## config.mk

```make
export PLATFORM = sky130hd
export DESIGN_NAME = ocp_alert_ctrl
export DESIGN_NICKNAME = d
export VERILOG_FILES = /design/src/rtl/ocp_alert_pkg.sv /design/src/rtl/ocp_alert_regs.sv /design/src/rtl/ocp_exceed_track.sv /design/src/rtl/ocp_status_core.sv /design/src/rtl/ocp_alert_ctrl.sv
export SDC_FILE = /design/constraint.sdc
export NUM_CORES = 1
export LEC_CHECK = 0
export ABC_AREA = 1
export CORE_MARGIN = 5
export CORE_UTILIZATION = 35
export CTS_BUF_LIST = sky130_fd_sc_hd__clkbuf_8 sky130_fd_sc_hd__clkbuf_16
export CTS_CLUSTER_DIAMETER = 60
export DETAILED_ROUTE_END_ITERATION = 7
export GPL_TIMING_DRIVEN = 0
export PLACE_DENSITY = 0.7
export REMOVE_ABC_BUFFERS = 1
export SLEW_MARGIN = 10
export SYNTH_ARGS = -nofsm -noshare
export SYNTH_HDL_FRONTEND = slang
export SYNTH_SLANG_ARGS = --single-unit
```

## constraint.sdc

```tcl
create_clock -name clk -period 2 [get_ports clk]
set_clock_uncertainty 0.1 [all_clocks]
set_input_delay 0.2 -clock clk [delete_from_list [all_inputs] [get_ports clk]]
set_output_delay 0.2 -clock clk [all_outputs]
set_load 0.01 [all_outputs]
```

## src/rtl/ocp_alert_pkg.sv

```systemverilog
package ocp_alert_pkg;

  localparam int REG_IDX_W = 2;

  localparam logic [REG_IDX_W-1:0] IDX_EN  = 2'd1;
  localparam logic [REG_IDX_W-1:0] IDX_TH  = 2'd2;
  localparam logic [REG_IDX_W-1:0] IDX_CTL = 2'd3;

  // enable register layout, bit 0 first from the right
  typedef struct packed {
    logic clr;      // bit 4, self-clearing
    logic off_en;   // bit 3
    logic oc_en;    // bit 2
    logic run_en;   // bit 1
    logic one_en;   // bit 0
  } en_t;

  localparam int EN_W = $bits(en_t);
  localparam en_t EN_RST = '{clr: 1'b0, off_en: 1'b0, oc_en: 1'b1,
                             run_en: 1'b0, one_en: 1'b0};

  localparam int SRC_ADC = 0;
  localparam int SRC_OC  = 1;
  localparam int NSRC    = 2;

endpackage

```

## src/rtl/ocp_alert_regs.sv

```systemverilog
module ocp_alert_regs
  import ocp_alert_pkg::*;
#(
  parameter int TH_W   = 8,
  parameter int DATA_W = 8
) (
  input  logic                 clk,
  input  logic                 rst_n,
  input  logic                 wr_en,
  input  logic [REG_IDX_W-1:0] wr_idx,
  input  logic [DATA_W-1:0]    wr_data,
  output en_t                  en_q,
  output logic [TH_W-1:0]      th_q,
  output logic                 swoff_q
);

  logic wr_en_reg, wr_th_reg, wr_ctl_reg;

  always_comb begin
    wr_en_reg  = wr_en && (wr_idx == IDX_EN);
    wr_th_reg  = wr_en && (wr_idx == IDX_TH);
    wr_ctl_reg = wr_en && (wr_idx == IDX_CTL);
  end

  always_ff @(posedge clk or negedge rst_n) begin
    if (!rst_n) begin
      en_q    <= EN_RST;
      th_q    <= '1;
      swoff_q <= 1'b0;
    end else begin
      if (wr_en_reg)
        en_q <= en_t'(wr_data[EN_W-1:0]);
      else if (en_q.clr)
        en_q.clr <= 1'b0;
      if (wr_th_reg)
        th_q <= wr_data[TH_W-1:0];
      if (wr_ctl_reg)
        swoff_q <= wr_data[0];
    end
  end

endmodule

```

## src/rtl/ocp_exceed_track.sv

```systemverilog
module ocp_exceed_track #(
  parameter int SMP_W   = 12,
  parameter int TH_W    = 8,
  parameter int RUN_LEN = 4
) (
  input  logic             clk,
  input  logic             rst_n,
  input  logic             fire,
  input  logic [SMP_W-1:0] sample,
  input  logic [TH_W-1:0]  th,
  output logic             over,
  output logic             run_full
);

  localparam int CNT_W = $clog2(RUN_LEN + 1);
  localparam logic [CNT_W-1:0] CNT_MAX = CNT_W'(RUN_LEN);

  logic [CNT_W-1:0] cnt_q, cnt_nxt;
  logic [TH_W-1:0]  top_bits;
  logic             unused_low;

  assign top_bits   = sample[SMP_W-1 -: TH_W];
  assign unused_low = ^sample[SMP_W-TH_W-1:0];

  always_comb begin
    over = top_bits > th;
    if (!over)
      cnt_nxt = '0;
    else if (cnt_q == CNT_MAX)
      cnt_nxt = cnt_q;
    else
      cnt_nxt = cnt_q + 1'b1;
    run_full = over && (cnt_nxt == CNT_MAX);
  end

  always_ff @(posedge clk or negedge rst_n) begin
    if (!rst_n)
      cnt_q <= '0;
    else if (fire)
      cnt_q <= cnt_nxt;
  end

endmodule

```

## src/rtl/ocp_status_core.sv

```systemverilog
module ocp_status_core
  import ocp_alert_pkg::*;
(
  input  logic            clk,
  input  logic            rst_n,
  input  logic            clr,
  input  logic [NSRC-1:0] set_vec,
  input  logic            swoff_eff,
  output logic [NSRC-1:0] stat_vec,
  output logic            alert_n
);

  for (genvar i = 0; i < NSRC; i++) begin : g_stat
    always_ff @(posedge clk or negedge rst_n) begin
      if (!rst_n)
        stat_vec[i] <= 1'b0;
      else if (clr)
        stat_vec[i] <= 1'b0;
      else if (set_vec[i])
        stat_vec[i] <= 1'b1;
    end
  end

  assign alert_n = ~(|stat_vec) | swoff_eff;

endmodule

```

## src/rtl/ocp_alert_ctrl.sv

```systemverilog
module ocp_alert_ctrl
  import ocp_alert_pkg::*;
#(
  parameter int SMP_W   = 12,
  parameter int TH_W    = 8,
  parameter int DATA_W  = 8,
  parameter int RUN_LEN = 4
) (
  input  logic                 clk,
  input  logic                 rst_n,
  input  logic                 wr_en,
  input  logic [REG_IDX_W-1:0] wr_idx,
  input  logic [DATA_W-1:0]    wr_data,
  input  logic                 smp_valid,
  output logic                 smp_ready,
  input  logic [SMP_W-1:0]     smp_data,
  input  logic                 oc_active,
  input  logic                 tmr_expired,
  output logic                 stat_adc,
  output logic                 stat_oc,
  output logic [DATA_W-1:0]    en_rb,
  output logic [TH_W-1:0]      th_rb,
  output logic [DATA_W-1:0]    ctl_rb,
  output logic                 alert_n
);

  en_t             en_q;
  logic [TH_W-1:0] th_q;
  logic            swoff_q;
  logic            fire, over, run_full;
  logic [NSRC-1:0] set_vec, stat_vec;

  always_ff @(posedge clk or negedge rst_n) begin
    if (!rst_n) smp_ready <= 1'b0;
    else        smp_ready <= 1'b1;
  end

  assign fire = smp_valid && smp_ready;

  ocp_alert_regs #(.TH_W(TH_W), .DATA_W(DATA_W)) u_regs (
    .clk(clk), .rst_n(rst_n), .wr_en(wr_en), .wr_idx(wr_idx),
    .wr_data(wr_data), .en_q(en_q), .th_q(th_q), .swoff_q(swoff_q)
  );

  ocp_exceed_track #(.SMP_W(SMP_W), .TH_W(TH_W), .RUN_LEN(RUN_LEN)) u_track (
    .clk(clk), .rst_n(rst_n), .fire(fire), .sample(smp_data), .th(th_q),
    .over(over), .run_full(run_full)
  );

  always_comb begin
    set_vec          = '0;
    set_vec[SRC_ADC] = fire && ((en_q.one_en && over) || (en_q.run_en && run_full));
    set_vec[SRC_OC]  = en_q.oc_en && oc_active && tmr_expired;
  end

  ocp_status_core u_stat (
    .clk(clk), .rst_n(rst_n), .clr(en_q.clr), .set_vec(set_vec),
    .swoff_eff(en_q.off_en && swoff_q), .stat_vec(stat_vec), .alert_n(alert_n)
  );

  assign stat_adc = stat_vec[SRC_ADC];
  assign stat_oc  = stat_vec[SRC_OC];
  assign en_rb    = DATA_W'(en_q);
  assign th_rb    = th_q;
  assign ctl_rb   = DATA_W'(swoff_q);

endmodule

```

### After elaboration in Yosys (flattened, before gate mapping)

Index checks and enable logic that the tools add are counted.

| storage, ports and cells | value |
|---|---|
| register bits after elaboration | 20 |
| input bits | 28 |
| word-level logic and storage cells | 42 |

| operators by class | value |
|---|---|
| $add $sub $neg | 1 |
| $lt $le $gt $ge | 1 |
| eq/ne operators | 5 |
| muxes and demuxes | 7 |
| bitwise operators | 2 |
| reductions and logical operators | 15 |

Operators by type and width:

| kind | number |
|---|---|
| $logic_and A1 B1 Y1 | 11 |
| $gt A8 B8 Y1 | 1 |
| $eq A3 B3 Y1 const B | 2 |
| $mux W3 | 2 |
| $mux W1 | 5 |
| $eq A2 B2 Y1 const B | 2 |
| $reduce_bool A2 Y1 | 2 |
| $add A3 B1 Y3 const B | 1 |
| $eq A2 B1 Y1 const B | 1 |
| $reduce_or A2 Y1 | 1 |
| $logic_or A1 B1 Y1 | 1 |
| $not A1 Y1 | 1 |
| $or A1 B1 Y1 | 1 |

### Longest topological paths before layout

| logic depth | value |
|---|---|
| depth after elaboration | 10 |
| mapped depth | 11 |

### Hierarchy

Synthesis repeated with hierarchy kept, for this count alone.

| unflattened totals | value |
|---|---|
| cells, all modules | 154 |
| area, all modules | 1285.0 µm² |

Modules (own cells, without submodules):

| module | instances | cells an instance | area each (µm²) | sequential area each (µm²) |
|---|---|---|---|---|
| ocp_alert_regs | 1 | 64 | 643.1 | 361.6 |
| ocp_exceed_track | 1 | 61 | 416.6 | 75.1 |
| ocp_alert_ctrl | 1 | 22 | 152.6 | 25.0 |
| ocp_status_core | 1 | 7 | 72.6 | 50.0 |

### Worst setup path before layout

OpenSTA, ideal clock, no wires.

| timing | value |
|---|---|
| path kind | reg2reg |
| start point | register u_regs.th_q[7] |
| end point | register u_track.cnt_q[0] |
| library setup time | 121 ps |
| data arrival time | 1349 ps |
| required time | 1779 ps |
| setup slack | 430 ps |
| cell stages (with the launch flop) | 8 |
| period minus slack after synthesis | 1570 ps |
| cells stage by stage | dfstp_2 inv_1 ha_1 a21o_1 nor2_1 nand2_2 nand2_1 o21ai_1 |

| between the ends | value |
|---|---|
| cells in the longest elaborated chain, start to end | 2 |

RTL lines:

| what | RTL line | RTL |
|---|---|---|
| start, declared | ocp_alert_regs.sv:13 | `output logic [TH_W-1:0] th_q,` |
| start signal, assigned | ocp_alert_regs.sv:36 | `th_q <= wr_data[TH_W-1:0];` |
| $gt A8 B8 Y1 | ocp_exceed_track.sv:26 | `over = top_bits > th;` |
| $mux W3 | ocp_exceed_track.sv:27 | `if (!over)` |
| end signal, assigned | ocp_exceed_track.sv:40 | `cnt_q <= cnt_nxt;` |
| end, declared | ocp_exceed_track.sv:18 | `logic [CNT_W-1:0] cnt_q, cnt_nxt;` |

Every way passes these cells.
A chain may end at the register's enable or synchronous reset.

### Worst setup path after layout

| timing | value |
|---|---|
| start point | register u_stat.stat_vec[1] |
| end point | output alert_n |

| between the ends | value |
|---|---|
| cells in the longest elaborated chain, start to end | 3 |

RTL lines:

| what | RTL line | RTL |
|---|---|---|
| start, declared | ocp_status_core.sv:9 | `output logic [NSRC-1:0] stat_vec,` |
| start signal, assigned by index | ocp_status_core.sv:16 | `stat_vec[i] <= 1'b0;` |
| start signal, assigned by index | ocp_status_core.sv:18 | `stat_vec[i] <= 1'b0;` |
| start signal, assigned by index | ocp_status_core.sv:20 | `stat_vec[i] <= 1'b1;` |
| $reduce_or A2 Y1 | ocp_status_core.sv:24 | `assign alert_n = ~(\|stat_vec) \| swoff_eff;` |
| $not A1 Y1 | ocp_status_core.sv:24 |  |
| $or A1 B1 Y1 | ocp_status_core.sv:24 |  |
| end, declared | ocp_alert_ctrl.sv:24 | `output logic alert_n` |

Every way passes these cells.

==> out/metrics.csv <==
metric,value,unit
status,completed,
antennaDiodeCount,0,
max_freq,604,MHz
dp_hpwl,1.98,mm
clk_path_buf_depth,2,
cts-root-buf,clkbuf_8,
fp.coreArea,3340,um^2
start_util,35.9,%
p_comb_share,32.1,%
grt_setup_unrepaired,false,
grt_max_degree,21,
vias,967,
hp-class,in2async,
cts_resized,0,
clockPowerShare,28.8,%
place_area,1600,um^2
wl,2.43,mm
grt_pass1_vias,944,
post-synth-top-area-cell,dfrtp_1,
htreeDepth,1,
ys_types,19,
io_pins,56,
die-area,4690,um^2
synth_fa_ha_area_share,10.4,%
synth_xor_area_share,0,%
post-place-ws,0.309,ns
cp_slowest_stage_delay,0.56,ns
cp.arrival,1.36,ns
grt_overflow,0,
fin_area,1680,um^2
yosys_warnings,0,
power_frac_seq,39.1,%
cp_data_required_time,1.70,ns
synth_top_area_share,23.0,%
avgSynthCellArea,8.26,um^2
drt-vias-per-instance,4.17,
numCtsBuffers,3,
fin_util,50.2,%
die_h,68.5,um
route.detailed.drc,0,
cts_sinks,20,
setup-tns-final,0,ns
synth_area_leaders,"dfrtp_1 (23%), dfstp_2 (20%), ha_1 (10%)",
maxSlewViolCount,0,
post_cts_buffers,0,
synth_top_family_by_area,simple AND/OR/NAND/NOR gates,
worst_slack,0.344,ns
p_int,0.995,mW
portBuffers,41,
path_clk_slew,0.08,ns
drt-initial-drc-count,32,
final_hold_viol_count,0,
p_leak,0.818,nW
clock_latency,0.26,ns
antenna_left,0,
yosysSeqAreaShare,42.7,%
cpMaxStageDelayCell,clkdlybuf4s50_1,
crit_type,reg2out,
grt_use_total,11.7,%
synth-simple-area-share,20.2,%
detail_route.wl_per_cell,10.5,um
cp_max_fo,3,
final-setup-viol-count,0,
antenna_found_initial,0,
synth_compound_area_share,10.2,%
fin_crit_sh,82.8,%
synthCells,145,
cts_hold_buf,0,
place_congestion,0.707,
layout_common_cells,"clkdlybuf4s50_1 (41), nand2_1 (33), inv_1 (25)",
critPathLaunchType,flip-flop,
drv_cap,0,
cp_top_family,buffers and inverters,
finalCriticalPeriod,1.66,ns
synth_mux_area_share,0,%
die_x,68.5,um
layout.nets,225,
grt_pass1_wl,4.06,mm
areaGrowthSynthToFinish,39.9,%
vdd.ir_drop.worst,0.461,mV
synth_seq_cells,20,
p_sw_share,28.5,%
drive_gt1_share,11.3,%
synth_area,1200,um^2
final_common_cell,clkdlybuf4s50_1,
switchingPower,0.397,mW
slew_headroom,41.0,%
crit_chain,o21ai_0 > clkdlybuf4s50_1,
std_cell_rows,21,
fillers,335,
cp_num_buf_inv,1,
worst_pin_slew,0.883,ns
powerDensity,831,nW/um^2
cts_tree,built,
endpoint_kind,output pin,
dr.pass1.iters,4,
-- path summary, 6_finish.rpt --
check                                               startpoint  cells after the start                              to  slack (ns)
min in group clk                      u_regs.en_q[4]$_DFF_PN0_                      1  u_stat.stat_vec[0]$_DFFE_PN0P_        0.37
worst min-delay path                                     rst_n                      1  u_stat.stat_vec[1]$_DFFE_PN0P_        0.34
max in group asynchronous                                rst_n                      1      u_regs.swoff_q$_DFFE_PN0P_        0.92
worst max register to register      u_regs.th_q[7]$_DFFE_PN1P_                      8  u_stat.stat_vec[0]$_DFFE_PN0P_        0.39
worst min register to register        u_regs.en_q[4]$_DFF_PN0_                      1  u_stat.stat_vec[0]$_DFFE_PN0P_        0.37
worst max-delay path            u_stat.stat_vec[1]$_DFFE_PN0P_                      2                         alert_n        0.34
-- power by group through the flow --
stage / Combinational (mW) / Clock [mW] / Sequential, mW
6_report: 0.446 / 0.401 / 0.545
2_1_floorplan: 0.205 / 0 / 0.573
3_3_place_gp: 0.445 / 0 / 0.552
5_1_grt: 0.510 / 0.436 / 0.559
4_1_cts: 0.454 / 0.414 / 0.547
3_5_place_dp: 0.453 / 0 / 0.552
-- cell families after synthesis --
kind of cell,count (synthesis)
DFF,20
buffers and inverters,38
other,2
and+or+nand+nor,54
adders and majority gates,10
AOI/OAI and AO/OA,21
-- layout make-up --
| class | instances | area, um^2 | share of cell area, % |
|---|---|---|---|
| Multi-Input combinational cell | 96 | 531 | 31.7 |
| Sequential cell | 20 | 512 | 30.5 |
| Timing Repair Buffer | 41 | 410 | 24.5 |
| Inverter | 25 | 93.8 | 5.60 |
| Tap cell | 46 | 57.6 | 3.44 |
| Clock buffer | 3 | 41.3 | 2.46 |
| Clock inverter | 1 | 30.0 | 1.79 |
-- cell usage after synthesis, drive strengths merged --
library cell	number
nand2	35
inv	25
buf	13
o21ai	12
dfrtp	11
ha	10
nor2	10
dfstp	9
nand3	9
a21oi	8
conb	2
a21o	1
-- layer usage --
layer | up-vias | track usage (%) | part of all wire [%]
met2 | 29 | 19.5 | 49
met1 | 428 | 14.3 | 43
met3 | 2 | 1.94 | 7.2
met4 | 0 | 5.96 | 1.1
met5 | - | 0 | 0
li1 | 508 | - | -
-- flip-flops by register name, summed over array words and instances, names as in the netlist --
register and flops:
u_track.cnt_q 3, u_regs.en_q 5, u_regs.swoff_q 1, u_stat.stat_vec 2
u_regs.th_q 8, smp_ready 1
-- per-stage QoR --
step	hold slack, ns	cells	power, mW
floorplan	-0.196	141	0.778
global placement	0.353	228	0.997
detailed placement	0.357	228	1.01
CTS	0.372	232	1.41
global route	0.386	232	1.50
finish	0.342	232	1.39
Note: power is estimated with default switching activity, not from simulation.
